$ cat config.mk
export PLATFORM = sky130hd
export DESIGN_NAME = strided_dma_agen
export DESIGN_NICKNAME = d
export VERILOG_FILES = /design/src/rtl/agen_pkg.sv /design/src/rtl/agen_param_check.sv /design/src/rtl/agen_beat_ctr.sv /design/src/rtl/agen_addr_step.sv /design/src/rtl/strided_dma_agen.sv
export SDC_FILE = /design/constraint.sdc
export NUM_CORES = 1
export LEC_CHECK = 0
export CORE_MARGIN = 8
export CORE_UTILIZATION = 36
export CTS_CLUSTER_DIAMETER = 150
export CTS_CLUSTER_SIZE = 30
export DETAILED_ROUTE_END_ITERATION = 7
export DONT_BUFFER_PORTS = 1
export MAX_ROUTING_LAYER = met4
export SETUP_SLACK_MARGIN = 0.5
export SYNTH_ARGS = -nofsm -noshare
export SYNTH_HDL_FRONTEND = slang
export SYNTH_SLANG_ARGS = --single-unit
$ cat constraint.sdc
create_clock -name clk -period 3.7 [get_ports clk]
set_input_delay 0.37 -clock clk [delete_from_list [all_inputs] [get_ports clk]]
set_output_delay 0.37 -clock clk [all_outputs]
set_load 0.02 [all_outputs]
$ cat src/rtl/agen_pkg.sv
package agen_pkg;

    localparam int STRIDE_W = 12;

    typedef enum logic [1:0] {
        XS_BYTE  = 2'b00,
        XS_HALF  = 2'b01,
        XS_WORD  = 2'b10,
        XS_DWORD = 2'b11
    } xsize_t;

    typedef enum logic {
        ST_IDLE = 1'b0,
        ST_RUN  = 1'b1
    } agen_state_t;

    typedef struct packed {
        logic stride_mis;
        logic int_mis;
        logic ext_mis;
        logic len_mis;
    } param_fault_t;

    function automatic logic [2:0] xs_mask(input xsize_t xs);
        case (xs)
            XS_BYTE:  return 3'b000;
            XS_HALF:  return 3'b001;
            XS_WORD:  return 3'b011;
            default:  return 3'b111;
        endcase
    endfunction

    function automatic logic [3:0] xs_bytes(input xsize_t xs);
        return 4'(1) << xs;
    endfunction

    function automatic logic misaligned(input logic [2:0] lsbs, input xsize_t xs);
        return |(lsbs & xs_mask(xs));
    endfunction

endpackage

$ cat src/rtl/agen_param_check.sv
module agen_param_check
    import agen_pkg::*;
#(
    parameter int AW = 32,
    parameter int LW = 16
) (
    input  logic [AW-1:0]       int_base,
    input  logic [AW-1:0]       ext_base,
    input  logic [LW-1:0]       length,
    input  logic [STRIDE_W-1:0] stride,
    input  xsize_t              xsize,
    output logic                bad,
    output logic                zero_len,
    output logic [LW-1:0]       beats
);
    param_fault_t fault;

    always_comb begin
        fault.stride_mis = misaligned(stride[2:0], xsize);
        fault.int_mis    = misaligned(int_base[2:0], xsize);
        fault.ext_mis    = misaligned(ext_base[2:0], xsize);
        fault.len_mis    = misaligned(length[2:0], xsize);
    end

    assign bad      = |fault;
    assign beats    = length >> xsize;
    assign zero_len = (beats == '0);
endmodule

$ cat src/rtl/agen_beat_ctr.sv
module agen_beat_ctr #(
    parameter int LW = 16
) (
    input  logic          clk,
    input  logic          rst,
    input  logic          load,
    input  logic [LW-1:0] load_val,
    input  logic          dec,
    output logic          is_one
);
    logic [LW-1:0] remain_q;

    always_ff @(posedge clk) begin
        if (rst) begin
            remain_q <= '0;
        end else if (load) begin
            remain_q <= load_val;
        end else if (dec && remain_q != '0) begin
            remain_q <= remain_q - LW'(1);
        end
    end

    assign is_one = (remain_q == LW'(1));
endmodule

$ cat src/rtl/agen_addr_step.sv
module agen_addr_step #(
    parameter int AW = 32,
    parameter int SW = 12
) (
    input  logic          clk,
    input  logic          rst,
    input  logic          load,
    input  logic [AW-1:0] base,
    input  logic [SW-1:0] step,
    input  logic          adv,
    output logic [AW-1:0] addr
);
    logic [AW-1:0] addr_q;
    logic [SW-1:0] step_q;

    always_ff @(posedge clk) begin
        if (rst) begin
            addr_q <= '0;
            step_q <= '0;
        end else if (load) begin
            addr_q <= base;
            step_q <= step;
        end else if (adv) begin
            addr_q <= addr_q + AW'(step_q);
        end
    end

    assign addr = addr_q;
endmodule

$ cat src/rtl/strided_dma_agen.sv
module strided_dma_agen
    import agen_pkg::*;
#(
    parameter int AW = 32,
    parameter int LW = 16
) (
    input  logic                clk,
    input  logic                rst,
    input  logic                start,
    input  logic [AW-1:0]       int_base,
    input  logic [AW-1:0]       ext_base,
    input  logic [LW-1:0]       length,
    input  logic [STRIDE_W-1:0] stride,
    input  logic [1:0]          xsize,
    input  logic                stop,
    input  logic                beat_ready,
    output logic                beat_valid,
    output logic [AW-1:0]       beat_int_addr,
    output logic [AW-1:0]       beat_ext_addr,
    output logic                beat_last,
    output logic                done,
    output logic                bad_param
);
    agen_state_t         state_q;
    xsize_t              xs_q;
    logic [STRIDE_W-1:0] stride_q;
    logic                stop_pend_q;
    logic                done_q;
    logic                bad_q;

    logic                chk_bad;
    logic                chk_zero;
    logic [LW-1:0]       chk_beats;
    logic                accept;
    logic                go;
    logic                hs;
    logic                final_beat;
    logic                end_now;
    logic                is_one;
    logic [STRIDE_W-1:0] int_step;

    agen_param_check #(.AW(AW), .LW(LW)) u_check (
        .int_base (int_base),
        .ext_base (ext_base),
        .length   (length),
        .stride   (stride),
        .xsize    (xsize_t'(xsize)),
        .bad      (chk_bad),
        .zero_len (chk_zero),
        .beats    (chk_beats)
    );

    assign accept     = start && (state_q == ST_IDLE);
    assign go         = accept && !chk_bad && !chk_zero;
    assign beat_valid = (state_q == ST_RUN);
    assign hs         = beat_valid && beat_ready;
    assign final_beat = is_one || stop || stop_pend_q;
    assign end_now    = hs && final_beat;
    assign beat_last  = beat_valid && final_beat;
    assign int_step   = STRIDE_W'(xs_bytes(xsize_t'(xsize)));

    agen_beat_ctr #(.LW(LW)) u_ctr (
        .clk      (clk),
        .rst      (rst),
        .load     (go),
        .load_val (chk_beats),
        .dec      (hs),
        .is_one   (is_one)
    );

    agen_addr_step #(.AW(AW), .SW(STRIDE_W)) u_int (
        .clk  (clk),
        .rst  (rst),
        .load (go),
        .base (int_base),
        .step (int_step),
        .adv  (hs),
        .addr (beat_int_addr)
    );

    agen_addr_step #(.AW(AW), .SW(STRIDE_W)) u_ext (
        .clk  (clk),
        .rst  (rst),
        .load (go),
        .base (ext_base),
        .step (stride),
        .adv  (hs),
        .addr (beat_ext_addr)
    );

    always_ff @(posedge clk) begin
        if (rst) begin
            state_q     <= ST_IDLE;
            xs_q        <= XS_BYTE;
            stride_q    <= '0;
            stop_pend_q <= 1'b0;
            done_q      <= 1'b0;
            bad_q       <= 1'b0;
        end else begin
            done_q <= (accept && !chk_bad && chk_zero) || end_now;
            bad_q  <= accept && chk_bad;
            case (state_q)
                ST_IDLE: begin
                    stop_pend_q <= 1'b0;
                    if (go) begin
                        state_q  <= ST_RUN;
                        xs_q     <= xsize_t'(xsize);
                        stride_q <= stride;
                    end
                end
                default: begin
                    if (end_now) begin
                        state_q     <= ST_IDLE;
                        stop_pend_q <= 1'b0;
                    end else if (stop) begin
                        stop_pend_q <= 1'b1;
                    end
                end
            endcase
        end
    end

    assign done      = done_q;
    assign bad_param = bad_q;
endmodule

**Word-level counts from Yosys, hierarchy flattened**

Index checks and enable logic that the tools add are counted.
W data, S select, Z words.

- Register bits: 100
- Latch bits: 0
- RAM bits: 0
- ROM bits: 0
- Input port bits: 99
- Output and inout port bits: 68
- Word-level logic and storage cells: 53
- Memories: 0

- $add $sub $neg: 3
- Multiply operators: 0
- Divide/modulo/power cells: 0
- Magnitude comparators: 0
- Equal/unequal tests: 3
- Shifts and indexed selects: 2
- Multiplexer cells: 10
- Bitwise logic cells: 5
- Reductions and logical operators: 21

Operators by type and width:

| operator | number |
|---|---|
| $mux W32 | 4 |
| $add A32 B12 Y32 | 1 |
| $add A32 B4 Y32 | 1 |
| $mux W16 | 2 |
| $eq A16 B1 Y1 const B | 1 |
| $logic_not A16 Y1 | 1 |
| $reduce_bool A16 Y1 | 1 |
| $shr A16 B2 Y16 | 1 |
| $sub A16 B1 Y16 const B | 1 |
| $and A3 B3 Y3 | 4 |
| $reduce_or A12 Y1 | 1 |
| $logic_and A1 B1 Y1 | 9 |
| $pmux W3 S3 | 1 |
| $reduce_bool A2 Y1 | 2 |
| $shl A1 B2 Y4 const A | 1 |
| $logic_or A1 B1 Y1 | 3 |
| $mux W1 | 3 |
| $reduce_or A3 Y1 | 1 |
| $eq A2 B1 Y1 const B | 1 |
| $eq A2 B2 Y1 const B | 1 |
| $logic_not A1 Y1 | 2 |
| $logic_not A2 Y1 | 1 |
| $not A1 Y1 | 1 |

**Logic depth before layout (Yosys ltp)**

- Word-level depth: 9
- Gate-level depth with buffers: 12
- Depth with buffers taken out: 9

**Cells and area by module**

From an unflattened synthesis, not the netlist that was laid out.

- Cells, all modules: 842
- Area, all modules: 7121.8 sq um

By module, submodules not included:

| module | times used | cells each | area each (sq um) | seq. area each (sq um) |
|---|---|---|---|---|
| agen_addr_step | 2 | 313 | 2695.1 | 880.8 |
| agen_beat_ctr | 1 | 124 | 1019.7 | 320.3 |
| agen_param_check | 1 | 70 | 504.2 | 0.0 |
| strided_dma_agen | 1 | 22 | 207.7 | 80.1 |

**Worst setup path before layout**

No wires, ideal clock.

- Path kind: register to register
- Start point: register u_ext.addr_q[0], in the netlist u_ext.addr[0]
- End point: register u_ext.addr_q[16], in the netlist u_ext.addr[16]
- Library setup time: 0.122 ns
- Arrival time: 2.607 ns
- Data required time: 3.578 ns
- Setup slack: 0.972 ns
- Stages on the path, launching flop included: 10
- Path buffers: 1
- Clock period less this slack: 2.728 ns
- Path through: dfxtp_1 ha_1 fa_1 a211oi_1 o211ai_1 a221oi_1 clkbuf_1 nor2_1 a311oi_1 nor2_1

- Word-level cells in the longest chain between the ends: 3

RTL lines:

| element | line | source |
|---|---|---|
| start, declared | agen_addr_step.sv:13 | `logic [AW-1:0] addr_q;` |
| start signal, assigned | agen_addr_step.sv:21 | `addr_q <= base;` |
| start signal, assigned | agen_addr_step.sv:24 | `addr_q <= addr_q + AW'(step_q);` |
| $add A32 B12 Y32 | agen_addr_step.sv:24 |  |
| $mux W32 | agen_addr_step.sv:23 | `end else if (adv) begin` |
| $mux W32 | agen_addr_step.sv:20 | `end else if (load) begin` |

Every way passes these cells. The select of a mux whose other input is x is not followed.
A chain may end at the register's enable or synchronous reset.

**Worst setup path in the final report**

- Start point: register u_ctr.remain_q[2]
- End point: output port beat_last

- Word-level cells in the longest chain between the ends: 4

RTL lines:

| element | line | source |
|---|---|---|
| start, declared | agen_beat_ctr.sv:11 | `logic [LW-1:0] remain_q;` |
| start signal, assigned | agen_beat_ctr.sv:17 | `remain_q <= load_val;` |
| start signal, assigned | agen_beat_ctr.sv:19 | `remain_q <= remain_q - LW'(1);` |
| $eq A16 B1 Y1 | agen_beat_ctr.sv:23 | `assign is_one = (remain_q == LW'(1));` |
| $logic_or A1 B1 Y1 (2 in series) | strided_dma_agen.sv:57 | `assign final_beat = is_one \|\| stop \|\| stop_pend_q;` |
| $logic_and A1 B1 Y1 | strided_dma_agen.sv:59 | `assign beat_last = beat_valid && final_beat;` |
| end, declared | strided_dma_agen.sv:20 | `output logic beat_last,` |

Every way passes these cells.

==> out/qor.yml <==
status:
  status: "finished, final reports clean"
critical_path:
  end_kind: "primary output"
  crit_chain: "or3_1, or4_1, o41ai_1, and2_1"
  worstSetupStartpointType: "register"
  critPathTopFamily: "simple AND/OR/NAND/NOR gates"
  required_ns: 3.33
  arrival_ns: 2.42
  crit_slowest_cell: "or4_1"
  worstSetupPathType: "reg2out"
  crit_fanout: 6
  cp_num_buf_inv: 0
  cpPeakStageDelay_ns: 0.52
final_layout:
  post-route-util_pct: 39.33
  fillers: 1690
  syn2layout_area_growth_pct: 7.203
  final_nets: 833
  multiInputGateArea_um2: 3785
  diodes: 0
  finalNonFillerCells: 937
  ff_latch_area_um2: 2002
  drive_gt1_share_pct: 6.137
synth:
  synth_nets: 859
  avgSynthCellArea_um2: 8.203
  ys.flop_type: "dfxtp_1"
  ys_warn_count: 0
  ys_seq_elements: 100
  ys_seq_area_share_pct: 33.02
  synth_area_um2: 6062
  synth_cell_types: 65
  async_reset_ff_share_pct: 0
  synth_edf_count: 0
  synthCells: 739
cts:
  post_cts_buffers: 0
  htreeDepth: 3
  clk_pin_slew_ns: 0.07
  cts_resized: 0
  cts_buffers: 9
  cts_hold_buf: 0
  clock_path_buffers: 2
  cts_root_buf: "clkbuf_16"
  clock-sinks: 100
  clk_latency_ns: 0.35
  tritoncts: "done"
grt:
  grt_use_total_pct: 17.93
  grt_first_pass_wirelength_um: 30040
  grt_pass1_vias: 5259
  grt_overflow: 0
  grt_max_degree: 98
  antenna_found_initial: 0
sta:
  post-route-period-util_pct: 75.28
  finalHoldViolations: 0
  max_freq_mhz: 359.0
  slew_viol_final: 0
  period_minus_slack_ns: 2.785
  setup-tns-final_ns: 0
  slew_headroom_pct: 45.54
  setup_viol: 0
  rsz0062_at_grt: "false"
  finClkSkew_ns: 0.004774
  whs_ns: 0.08819
  worstMarginPinSlew_ns: 0.8169
routing:
  ant_nets: 0
  vias: 5520
  routed_wl_um: 19010
  dr.pass1.iters: 5
  wl_per_cell_um: 20.29
  drc: 0
  dr.first_iter.drc_count: 309
  avgViaCountPerCell: 5.891
die:
  die_y_um: 145.8
  io_pins: 167
  design.core.area_um2: 16520
  row_count: 47
  die_area_um2: 21250
  chipWidth_um: 145.8
  start_util_pct: 36.69
placement:
  place_inst: 922
  io_buffers: 0
  dp_hpwl_um: 14010
  place.gp.congestion: 0.8828
power_and_ir_drop:
  p_leak_nw: 2.153
  vdd_drop_max_uv: 246.5
  powerDensity_nw_per_um2: 367.8
hold_path:
  hp-class: "in2reg"
run:
  drv_cap: 0
worst register-to-register path: stages, from the launching register on:
cell and delay (ns):
dfxtp_1 0.39, ha_1 0.28, fa_1 0.44, a211oi_1 0.41, o211ai_1 0.21, a221oi_1 0.27, buf_4 0.25, nor2_1 0.09
a311oi_1 0.26, nor2_1 0.07
path summary, 6_finish.rpt:
check / endpoint / slack, ns / cells past startpoint / from
setup / recovery: beat_last / 0.91 / 4 / u_ctr.remain_q[2]$_SDFFE_PP0P_
hold / removal: u_ext.addr[26]$_SDFFE_PP0P_ / 0.09 / 1 / rst
setup reg to reg: u_ext.addr[16]$_SDFFE_PP0P_ / 0.92 / 9 / u_ext.addr[0]$_SDFFE_PP0P_
hold reg to reg: u_ext.step_q[0]$_SDFFE_PP0P_ / 0.46 / 2 / u_ext.step_q[0]$_SDFFE_PP0P_
logic make-up (layout without fill, tap and decap cells):
kind of cell / after synthesis / in the layout / share of synthesized area (%)
multiplexers: 23 / 23 / 5.304
buffers and inverters: 64 / 42 / 4.706
flip-flops: 100 / 100 / 33.02
adder cells (fa/ha/maj): 21 / 21 / 4.582
AND/OR/NAND/NOR: 283 / 283 / 23.24
AO/OA/AOI/OAI: 207 / 207 / 23.22
XOR/XNOR: 41 / 41 / 5.924
sequential cells by signal (all words and copies together) (netlist names):
signal / flops
u_ext.addr: 32
u_int.addr: 32
u_ctr.remain_q: 16
u_ext.step_q: 12
u_int.step_q: 4
bad_param: 1
beat_valid: 1
done: 1
stop_pend_q: 1
layout by cell type, fill, tap and decap left out, types with 3 or more instances in the layout:
cell,instances
dfxtp_1,100
a21oi_1,62
nand2_1,61
nor2_1,58
nor3_1,51
nand3_1,42
a211oi_1,34
xnor2_1,29
ha_1,19
a31oi_1,18
inv_1,18
o21ai_0,15
nand4_1,14
o211ai_1,13
mux2i_1,13
a22oi_1,12
xor2_1,12
or3_1,11
and3_1,9
clkbuf_16,9
a21o_1,8
buf_4,8
nor4_1,7
mux4_2,7
nor3b_1,6
or4_1,5
a311oi_1,5
nand3b_1,4
o21a_1,4
o2111ai_1,4
clkbuf_8,4
a211o_1,3
mux2_2,3
o211a_1,3
a2bb2oi_1,3
and4_1,3
per-stage QoR:
stage / setup slack, ns / cell area, µm² / power [mW]
after CTS: 0.8948 / 6499 / 2.416
after floorplan: 0.9717 / 6062 / 1.429
after global placement: 0.9379 / 6210 / 1.466
final: 0.9148 / 6499 / 2.390
after global routing: 0.6373 / 6499 / 2.487
after detailed placement: 0.9162 / 6210 / 1.468
layout make-up:
cell class / count / share of cell area [%]
multi-input cells: 575 / 58.24
flip-flops and latches: 100 / 30.80
clock buffers: 14 / 4.370
well taps: 220 / 4.236
repair buffers: 9 / 1.232
inverters: 18 / 1.040
clock inverters: 1 / 0.07701
power breakdown:
group          switching [mW]  leakage [nW]  internal (mW)
logic                   0.131          1.20          0.108
clock network           0.420         0.145          0.526
registers              0.0872         0.812           1.12
total                   0.638          2.15           1.75
layer usage:
| metal | track usage [%] | vias to the layer above | part of all wire [%] | routed length, µm |
|---|---|---|---|---|
| met5 | - | - | 0 | 0 |
| met4 | 4.945 | 0 | 1.5 | 278 |
| li1 | - | 2729 | - | - |
| met2 | 26.95 | 188 | 45 | 8557 |
| met1 | 22.56 | 2584 | 45 | 8553 |
| met3 | 5.877 | 19 | 8.5 | 1621 |
cells in the mapped netlist (all sizes together), types with 7 or more instances:
master    n  share of area (%)
dfxtp   100                 33
a21oi    62                5.1
nand2    61                3.8
nor2     58                3.6
nor3     51                4.2
nand3    42                3.5
a211oi   34                4.2
xnor2    29                4.2
buf      25                2.3
clkbuf   21                1.3
ha       19                3.9
a31oi    18                1.9
inv      18                1.1
o21ai    17                1.5
nand4    14                1.4
mux2i    13                2.1
o211ai   13                1.6
a22oi    12                1.5
xor2     12                1.7
or3      11                1.1
and3      9               0.93
a21o      8               0.99
nor4      8               0.93
mux4      7                2.6
nor3b     7               0.95
No activity file was read; power rests on OpenSTA's default activity.
